File: config.mk
export PLATFORM = sky130hd
export DESIGN_NAME = wpguard_top
export DESIGN_NICKNAME = d
export VERILOG_FILES = /design/src/rtl/wps_pkg.sv /design/src/rtl/wps_region.sv /design/src/rtl/wps_wel.sv /design/src/rtl/wps_sreg.sv /design/src/rtl/wpguard_top.sv
export SDC_FILE = /design/constraint.sdc
export NUM_CORES = 1
export LEC_CHECK = 0
export ABC_AREA = 0
export BUFFER_PORTS_ARGS = -buffer_cell sky130_fd_sc_hd__clkbuf_2
export CORE_MARGIN = 5
export CORE_UTILIZATION = 40
export CTS_BUF_LIST = sky130_fd_sc_hd__clkbuf_8
export CTS_CLUSTER_SIZE = 8
export DETAILED_ROUTE_END_ITERATION = 7
export PLACE_DENSITY_LB_ADDON = 0.25
export SETUP_SLACK_MARGIN = 0.3
export SLEW_MARGIN = 5
export SYNTH_ARGS = -nofsm -noshare
export SYNTH_HDL_FRONTEND = slang
export SYNTH_HIERARCHICAL = 1
export SYNTH_SLANG_ARGS = --single-unit
File: constraint.sdc
create_clock -name clk -period 1 [get_ports clk]
set_input_delay 0.2 -clock clk [delete_from_list [all_inputs] [get_ports clk]]
set_output_delay 0.2 -clock clk [all_outputs]
set_load 0.05 [all_outputs]
File: src/rtl/wps_pkg.sv
package wps_pkg;

  typedef enum logic [1:0] {
    PROT_NONE = 2'b00,
    PROT_QTR  = 2'b01,
    PROT_HALF = 2'b10,
    PROT_ALL  = 2'b11
  } prot_lvl_e;

  localparam int unsigned SR_W     = 8;
  localparam int unsigned SR_FLAG  = 7;
  localparam int unsigned SR_LV_HI = 3;
  localparam int unsigned SR_LV_LO = 2;
  localparam int unsigned N_LEVELS = 4;

  typedef struct packed {
    logic      flag;
    prot_lvl_e lvl;
  } sr_cfg_t;

endpackage

File: src/rtl/wps_region.sv
module wps_region
  import wps_pkg::*;
#(
  parameter int unsigned ADDR_W = 14
) (
  input  logic [ADDR_W-1:0] addr_i,
  input  prot_lvl_e         lvl_i,
  output logic              hit_o
);

  logic [N_LEVELS-1:0] lvl_hit;
  logic [1:0]          lvl_sel;
  logic                unused_low;

  generate
    for (genvar g = 0; g < N_LEVELS; g++) begin : g_lvl
      if (g == 0) begin : g_none
        assign lvl_hit[g] = 1'b0;
      end else if (g == 1) begin : g_qtr
        assign lvl_hit[g] = &addr_i[ADDR_W-1:ADDR_W-2];
      end else if (g == 2) begin : g_half
        assign lvl_hit[g] = addr_i[ADDR_W-1];
      end else begin : g_all
        assign lvl_hit[g] = 1'b1;
      end
    end
  endgenerate

  assign lvl_sel    = lvl_i;
  assign hit_o      = lvl_hit[lvl_sel];
  assign unused_low = ^addr_i[ADDR_W-3:0];

endmodule

File: src/rtl/wps_wel.sv
module wps_wel (
  input  logic clk,
  input  logic rst_n,
  input  logic set_i,
  input  logic clr_i,
  input  logic busy_i,
  output logic wel_o
);

  logic wel_q, wel_d;
  logic busy_q;
  logic busy_fell;

  always_comb begin
    busy_fell = busy_q & ~busy_i;
    wel_d     = wel_q;
    if (busy_fell) begin
      wel_d = 1'b0;
    end else if (!busy_i) begin
      if (clr_i)      wel_d = 1'b0;
      else if (set_i) wel_d = 1'b1;
    end
  end

  always_ff @(posedge clk or negedge rst_n) begin
    if (!rst_n) begin
      wel_q  <= 1'b0;
      busy_q <= 1'b0;
    end else begin
      wel_q  <= wel_d;
      busy_q <= busy_i;
    end
  end

  assign wel_o = wel_q;

  a_r4_busy_freezes_latch: assert property (@(posedge clk) disable iff (!rst_n)
    busy_i |=> $stable(wel_o));
  a_r4_clear_beats_set: assert property (@(posedge clk) disable iff (!rst_n)
    (set_i && clr_i && !busy_i) |=> !wel_o);
  a_r5_busy_end_clears: assert property (@(posedge clk) disable iff (!rst_n)
    $fell(busy_i) |=> !wel_o);

endmodule

File: src/rtl/wps_sreg.sv
module wps_sreg
  import wps_pkg::*;
(
  input  logic            clk,
  input  logic            rst_n,
  input  logic            load_i,
  input  logic [SR_W-1:0] data_i,
  input  logic            commit_i,
  input  logic            wp_n_i,
  input  logic            wel_i,
  input  logic            busy_i,
  output sr_cfg_t         cfg_o,
  output logic            start_o
);

  sr_cfg_t   cfg_q, cfg_d;
  logic      pend_q, pend_d;
  logic      pflag_q;
  prot_lvl_e plvl_q;
  logic      cap_en;
  logic      hw_prot;
  logic      go;
  logic      start_q;
  logic      unused_bits;

  assign hw_prot     = ~wp_n_i & cfg_q.flag;
  assign go          = commit_i & pend_q & wel_i & ~hw_prot & ~busy_i;
  assign cap_en      = load_i & ~busy_i & ~hw_prot & ~commit_i;
  assign unused_bits = ^{data_i[6:4], data_i[1:0]};

  always_comb begin
    pend_d = pend_q;
    if (commit_i)     pend_d = 1'b0;
    else if (hw_prot) pend_d = 1'b0;
    else if (cap_en)  pend_d = 1'b1;
  end

  always_comb begin
    cfg_d = cfg_q;
    if (go) begin
      cfg_d.flag = pflag_q;
      cfg_d.lvl  = plvl_q;
    end
  end

  always_ff @(posedge clk or negedge rst_n) begin
    if (!rst_n) begin
      cfg_q   <= '{flag: 1'b0, lvl: PROT_NONE};
      pend_q  <= 1'b0;
      start_q <= 1'b0;
    end else begin
      cfg_q   <= cfg_d;
      pend_q  <= pend_d;
      start_q <= go;
    end
  end

  always_ff @(posedge clk or negedge rst_n) begin
    if (!rst_n) begin
      pflag_q <= 1'b0;
      plvl_q  <= PROT_NONE;
    end else if (cap_en) begin
      pflag_q <= data_i[SR_FLAG];
      plvl_q  <= prot_lvl_e'(data_i[SR_LV_HI:SR_LV_LO]);
    end
  end

  assign cfg_o   = cfg_q;
  assign start_o = start_q;

  a_r8_start_needs_latch: assert property (@(posedge clk) disable iff (!rst_n)
    start_o |-> $past(wel_i));
  a_r8_start_single_cycle: assert property (@(posedge clk) disable iff (!rst_n)
    start_o |=> !start_o);
  a_r9_pin_blocks_commit: assert property (@(posedge clk) disable iff (!rst_n)
    (commit_i && !wp_n_i && cfg_q.flag) |=> (!start_o && $stable(cfg_o)));
  a_r10_flag_off_pin_ignored: assert property (@(posedge clk) disable iff (!rst_n)
    (!cfg_q.flag && commit_i && pend_q && wel_i && !busy_i) |=> start_o);
  a_r11_cancel_pending: assert property (@(posedge clk) disable iff (!rst_n)
    (!wp_n_i && cfg_q.flag) |=> (!start_o ##1 !start_o));
  a_r12_no_update_without_start: assert property (@(posedge clk) disable iff (!rst_n)
    !start_o |-> $stable(cfg_o));

endmodule

File: src/rtl/wpguard_top.sv
module wpguard_top
  import wps_pkg::*;
#(
  parameter int unsigned ADDR_W = 14
) (
  input  logic              clk,
  input  logic              rst_n,
  input  logic              wel_set_i,
  input  logic              wel_clr_i,
  input  logic              sr_load_i,
  input  logic [7:0]        sr_data_i,
  input  logic              sr_commit_i,
  input  logic              wp_n_i,
  input  logic              busy_i,
  input  logic [ADDR_W-1:0] addr_i,
  output logic              arr_allow_o,
  output logic              sr_start_o,
  output logic [7:0]        status_o
);

  logic [1:0] rst_sync_q;
  logic       rst_int_n;
  logic       wel;
  sr_cfg_t    cfg;
  logic       region_hit;

  always_ff @(posedge clk or negedge rst_n) begin
    if (!rst_n) rst_sync_q <= 2'b00;
    else        rst_sync_q <= {rst_sync_q[0], 1'b1};
  end
  assign rst_int_n = rst_sync_q[1];

  wps_wel u_wel (
    .clk    (clk),
    .rst_n  (rst_int_n),
    .set_i  (wel_set_i),
    .clr_i  (wel_clr_i),
    .busy_i (busy_i),
    .wel_o  (wel)
  );

  wps_sreg u_sreg (
    .clk      (clk),
    .rst_n    (rst_int_n),
    .load_i   (sr_load_i),
    .data_i   (sr_data_i),
    .commit_i (sr_commit_i),
    .wp_n_i   (wp_n_i),
    .wel_i    (wel),
    .busy_i   (busy_i),
    .cfg_o    (cfg),
    .start_o  (sr_start_o)
  );

  wps_region #(.ADDR_W(ADDR_W)) u_region (
    .addr_i (addr_i),
    .lvl_i  (cfg.lvl),
    .hit_o  (region_hit)
  );

  always_comb begin
    if (busy_i) status_o = 8'hFF;
    else        status_o = {cfg.flag, 3'b000, cfg.lvl, wel, 1'b0};
  end

  assign arr_allow_o = wel & ~busy_i & ~region_hit;

  a_r3_busy_reads_ones: assert property (@(posedge clk) disable iff (!rst_int_n)
    busy_i |-> (status_o == 8'hFF));
  a_r2_idle_spare_bits_zero: assert property (@(posedge clk) disable iff (!rst_int_n)
    !busy_i |-> (status_o[6:4] == 3'b000 && !status_o[0]));
  a_r7_allow_needs_latch: assert property (@(posedge clk) disable iff (!rst_int_n)
    arr_allow_o |-> (status_o[1] && !busy_i));
  a_r6_full_level_blocks: assert property (@(posedge clk) disable iff (!rst_int_n)
    (!busy_i && status_o[3:2] == 2'b11) |-> !arr_allow_o);
  a_r6_top_quarter_blocked: assert property (@(posedge clk) disable iff (!rst_int_n)
    (!busy_i && status_o[3:2] != 2'b00 && (&addr_i[ADDR_W-1:ADDR_W-2])) |-> !arr_allow_o);

endmodule

# [Word level (Yosys, flattened, before mapping)]
# Index checks and enable logic that the tools add are counted.
[totals] register_bits=12 inputBits=30 wordCells=41
[classes] magnitude_cmp=1 eq_ne=1 n_mux=10 n_bitwise=16 reduce_logical=4
[op_table] operator="$and A1 B1 Y1" count=11
[op_table] operator="$mux W1" count=8
[op_table] operator="$mux W8" count=1
[op_table] operator="$reduce_bool A3 Y1" count=2
[op_table] operator="$not A1 Y1" count=5
[op_table] operator="$reduce_and A2 Y1" count=2
[op_table] operator="$lt A2 B3 Y1 const B" count=1
[op_table] operator="$bmux W1 S2" count=1
[op_table] operator="$ne A2 B1 Y1 const B" count=1

# [Logic depth before layout (Yosys ltp)]
[logic_depth] depth_word=8 ltp_mapped=3 depth_no_buf=3

# [Cells and area by module]
# The synthesis kept the hierarchy.
[modules_own_cells] mod="wps_sreg" instances=1 cells_per_inst=20 area_each_um2=345.3
[modules_own_cells] mod="wpguard_top" instances=1 cells_per_inst=12 area_each_um2=116.4
[modules_own_cells] mod="wps_wel" instances=1 cells_per_inst=5 area_each_um2=68.8
[modules_own_cells] mod="wps_region" instances=1 cells_per_inst=3 area_each_um2=13.8

# [Least setup slack after synthesis]
# Ideal clock, no wire load.
[synth_timing] path_type="flip-flop to output port" from="register u_sreg.cfg_q (netlist bit u_sreg/cfg_o[0])" to="output port arr_allow_o" t_arrival_ps=1687 required_time_ps=800 setup_slack_ps=-887 stages_incl_launch_ff=4 n_path_buf=0 path_cell_list="dfrtp_1 -> o21ai_1 -> nand2_1 -> nor3b_1"
[synth_between] elab_chain_cells=4
[synth_lines] item="start: declaration" line_no="wps_sreg.sv:16" text="sr_cfg_t cfg_q, cfg_d;"
[synth_lines] item="start signal: assignment" line_no="wps_sreg.sv:48" text="cfg_q <= '{flag: 1'b0, lvl: PROT_NONE};"
[synth_lines] item="start signal: assignment" line_no="wps_sreg.sv:52" text="cfg_q <= cfg_d;"
[synth_lines] item="$bmux W1 S2" line_no="wps_region.sv:30" text="assign hit_o = lvl_hit[lvl_sel];"
[synth_lines] item="$mux W1 (not written as such)" line_no="wps_region.sv:30"
[synth_lines] item="net region_hit" line_no="wpguard_top.sv:25" text="logic region_hit;"
[synth_lines] item="$not A1 Y1" line_no="wpguard_top.sv:66" text="assign arr_allow_o = wel & ~busy_i & ~region_hit;"
[synth_lines] item="$and A1 B1 Y1" line_no="wpguard_top.sv:66"
[synth_lines] item="end: declaration" line_no="wpguard_top.sv:16" text="output logic arr_allow_o,"
# The timed path passes the listed nets, and every way through them passes these cells. The select of a mux whose other input is x is not followed.

# [Final worst setup path]
[layout_timing] from="register u_sreg.cfg_q (netlist bit u_sreg/cfg_o[2])" to="register u_sreg.plvl_q[0]"
[layout_between] elab_chain_cells=4
[layout_lines] item="$and A1 B1 Y1" line_no="wps_sreg.sv:26" text="assign hw_prot = ~wp_n_i & cfg_q.flag;"
[layout_lines] item="$not A1 Y1" line_no="wps_sreg.sv:28" text="assign cap_en = load_i & ~busy_i & ~hw_prot & ~commit_i;"
[layout_lines] item="$and A1 B1 Y1 (2 in a row)" line_no="wps_sreg.sv:28"
[layout_lines] item="end signal: assignment" line_no="wps_sreg.sv:64" text="plvl_q <= prot_lvl_e'(data_i[SR_LV_HI:SR_LV_LO]);"
[layout_lines] item="end: declaration" line_no="wps_sreg.sv:19" text="prot_lvl_e plvl_q;"
# No other way between the ends.
# A chain may end at the register's enable or synchronous reset.

==> flow_metrics.env <==
export IMPL_endpoint_kind="register"
export IMPL_pin_count=40
export IMPL_via_count=442
export IMPL_fillers=66
export IMPL_clk_transition_reported_paths_ns=0.05
export IMPL_syn_inst=40
export IMPL_slew_viol_final=0
export IMPL_numCtsBuffers=3
export IMPL_hold_viol_final=0
export IMPL_internal_power_mw=1.372
export IMPL_drcViolationCount=0
export IMPL_io_buffer_count=22
export IMPL_cts_root_buf="clkbuf_8"
export IMPL_max_freq_ghz=0.6970
export IMPL_grtUsageTotal_pct=14.74
export IMPL_status="complete, but fails checks"
export IMPL_grt_pass1_wl_um=2159
export IMPL_core_area_um2=1301
export IMPL_antenna_found_initial=0
export IMPL_ys_seq_area_share_pct=55.17
export IMPL_fin_ws_ns=-0.4348
export IMPL_powerDensity_nw_per_um2=1759
export IMPL_power_mw=1.906
export IMPL_ys_warn_count=6
export IMPL_clock_sinks=12
export IMPL_hold_path_class="register to async pin"
export IMPL_worstPathRequired_ns=1.11
export IMPL_dieArea_um2=2198
export IMPL_insertion_delay_ns=0.23
export IMPL_tritoncts="done"
export IMPL_r2r_start="u_sreg/cfg_o[2]"
export IMPL_synth_area_per_cell_um2=13.61
export IMPL_dpl_hpwl_um=819.8
export IMPL_wl_per_cell_um=15.40
export IMPL_seq_power_share_pct=32.7
export IMPL_postLayoutCoreUtil_pct=83.27
export IMPL_rows=13
export IMPL_drt_pass1_iterations=4
export IMPL_finalClockSkew_ns=0.005771
export IMPL_initial_core_util_pct=41.83
export IMPL_finalCritPeriodShare_pct=143.5
export IMPL_dp_cells=78
export IMPL_drive_gt1_share_pct=74.36
export IMPL_gp_congestion=0.6783
export IMPL_clkPwrFrac_pct=26.8
export IMPL_pwr_share_comb_pct=40.5
export IMPL_fin_crit_ns=1.435
export IMPL_worstSetupPathType="register to register"
export IMPL_rrSetupSlack_ns=-0.43
export IMPL_startpoint="u_sreg/cfg_o[2]"
export IMPL_crit_slowest_cell="dfrtp_1"
export IMPL_synth_fp_nets=70
export IMPL_arrival_ns=1.55
export IMPL_die_h_um=46.89
export IMPL_holdWs_ns=0.1555
export IMPL_overflow=0
export IMPL_startpoint_type="register"
export IMPL_antenna_cells=0
export IMPL_r2r_end="u_sreg/plvl_q[0]"
export IMPL_grt_max_degree=11
export IMPL_failed_checks="negative setup slack"
export IMPL_synth_seq_cells=12
export IMPL_cap_violations=0
export IMPL_cp_slowest_stage_delay_ns=0.39
export IMPL_ctsLongestPathBuffers=2
export IMPL_syn_cell_area_um2=544.3
export IMPL_cts_max_level=1
export IMPL_nets=109
export IMPL_p_leak_nw=0.5324
export IMPL_setup_viol=13
export IMPL_swShare_pct=28.02
export IMPL_grt_pass1_vias=454
export IMPL_fp_dieW_um=46.89
export IMPL_yosysUniqueCellTypes=17
export IMPL_switchingPower_mw=0.5342
export IMPL_fin_cells=93
export IMPL_reg2regPathDepth=4
export IMPL_via_per_inst=4.753
export IMPL_drt_iter0_drc=3
export IMPL_crit_path_max_fanout=3
export IMPL_cp_cell_sequence="nor2b_4 > nor4b_4 > buf_4 > mux2_4"
export IMPL_routed_wl_um=1432
export IMPL_rsz0062_at_grt="true"
export IMPL_area_delta_synth_final_pct=99.08
export IMPL_ant_nets=0
export IMPL_vdd_ir_drop_max_mv=1.244
==> logic make-up (layout without fill, tap and decap cells) <==
logic type	count (synthesis)	count (layout)	share of synthesized area, %
compound gates	2	2	2.528
mux	6	6	12.41
buf+inv	4	42	5.517
simple gates	15	15	23.68
flops	12	12	55.17
other cells	1	1	0.6890
==> routing by layer <==
metal  global-route usage (%)  routed length, um
met5                        0                  0
met3                    4.215                 85
met4                    7.182                 21
met2                    26.83                797
met1                    15.31                528
==> cell type report <==
cell class	count	area (um2)	area share, %
sequential	12	301.5	27.83
timing repair buffer	38	447.9	41.34
multi-input combinational	24	260.3	24.02
clock buffer	4	55.05	5.081
tap	15	18.77	1.732
==> cell usage after synthesis <==
library cell	number	area (um2)
nor3b_1	2	15.01
nand3_1	1	5.000
or2_1	4	25.02
o22a_1	1	8.760
dfrtp_1	12	300.3
conb_1	1	3.750
nor4b_4	1	23.77
or2_2	1	6.260
nor2_1	1	3.750
buf_4	4	30.03
nand3_2	1	10.01
nor2b_1	1	6.260
o21ai_1	1	5.000
nor3_4	1	16.27
nor2b_4	1	13.76
mux2_1	6	67.56
nand2_1	1	3.750
==> sequential cells by signal, summed over array words and instances, names as in the netlist <==
signal / flops
u_sreg/pend_q: 1
u_sreg/pflag_q: 1
rst_sync_q: 2
u_wel/wel_o: 1
u_sreg/plvl_q: 2
u_wel/busy_q: 1
u_sreg/cfg_o: 3
u_sreg/start_o: 1
==> through the flow <==
stage                     worst slack (ns)  setup TNS (ns)  cell area [um2]
after global placement             -0.2825          -2.847            708.2
after global routing               -0.5143          -5.014             1084
after detailed placement           -0.3142          -3.093            708.2
final                              -0.4348          -4.368             1084
after CTS                          -0.4194          -3.761             1002
after floorplan                    -0.2550          -1.600            571.8
==> worst max-delay path, delay by kind of cell, from the launching register on <==
family | cells | cell delay, ns
AND/OR/NAND/NOR | 2 | 0.44
multiplexers | 1 | 0.30
flip-flops | 1 | 0.39
buffers and inverters | 1 | 0.18
==> placed cells by master (no fill, tap or decap), types with 4 or more instances in the layout <==
master      n
buf_8       4
clkbuf_2   11
dfrtp_1    11
mux2_4      6
or2_4       5
buf_6       6
clkbuf_8    4
buf_4       8
clkbuf_16   7
==> power by group through the flow <==
stage	combinational (mW)	sequential (mW)	clock [mW]
after floorplan	0.325	0.613	0
after global placement	0.438	0.618	0
after detailed placement	0.444	0.621	0
after CTS	0.681	0.617	0.524
after global routing	0.812	0.635	0.554
final	0.773	0.623	0.510
==> what timing repair did <==
item                       in CTS  in global routing
setup endpoints to repair      19                 19
hold endpoints to repair        2                  0
hold buffers                    1                  0
pin swaps                       2                  2
gates resized for setup        37                 11
buffers inserted                3                  7
==> worst max-delay path by stage <==
| stage | end | slack, ns |
|---|---|---|
| final | u_sreg/plvl_q[0] | -0.43 |
| after global routing | arr_allow_o | -0.51 |
| after CTS | arr_allow_o | -0.42 |
| after detailed placement | u_sreg/pflag_q | -0.31 |
| after global placement | u_sreg/pflag_q | -0.28 |
| after floorplan | arr_allow_o | -0.25 |
Note: power is estimated with default switching activity, not from simulation.
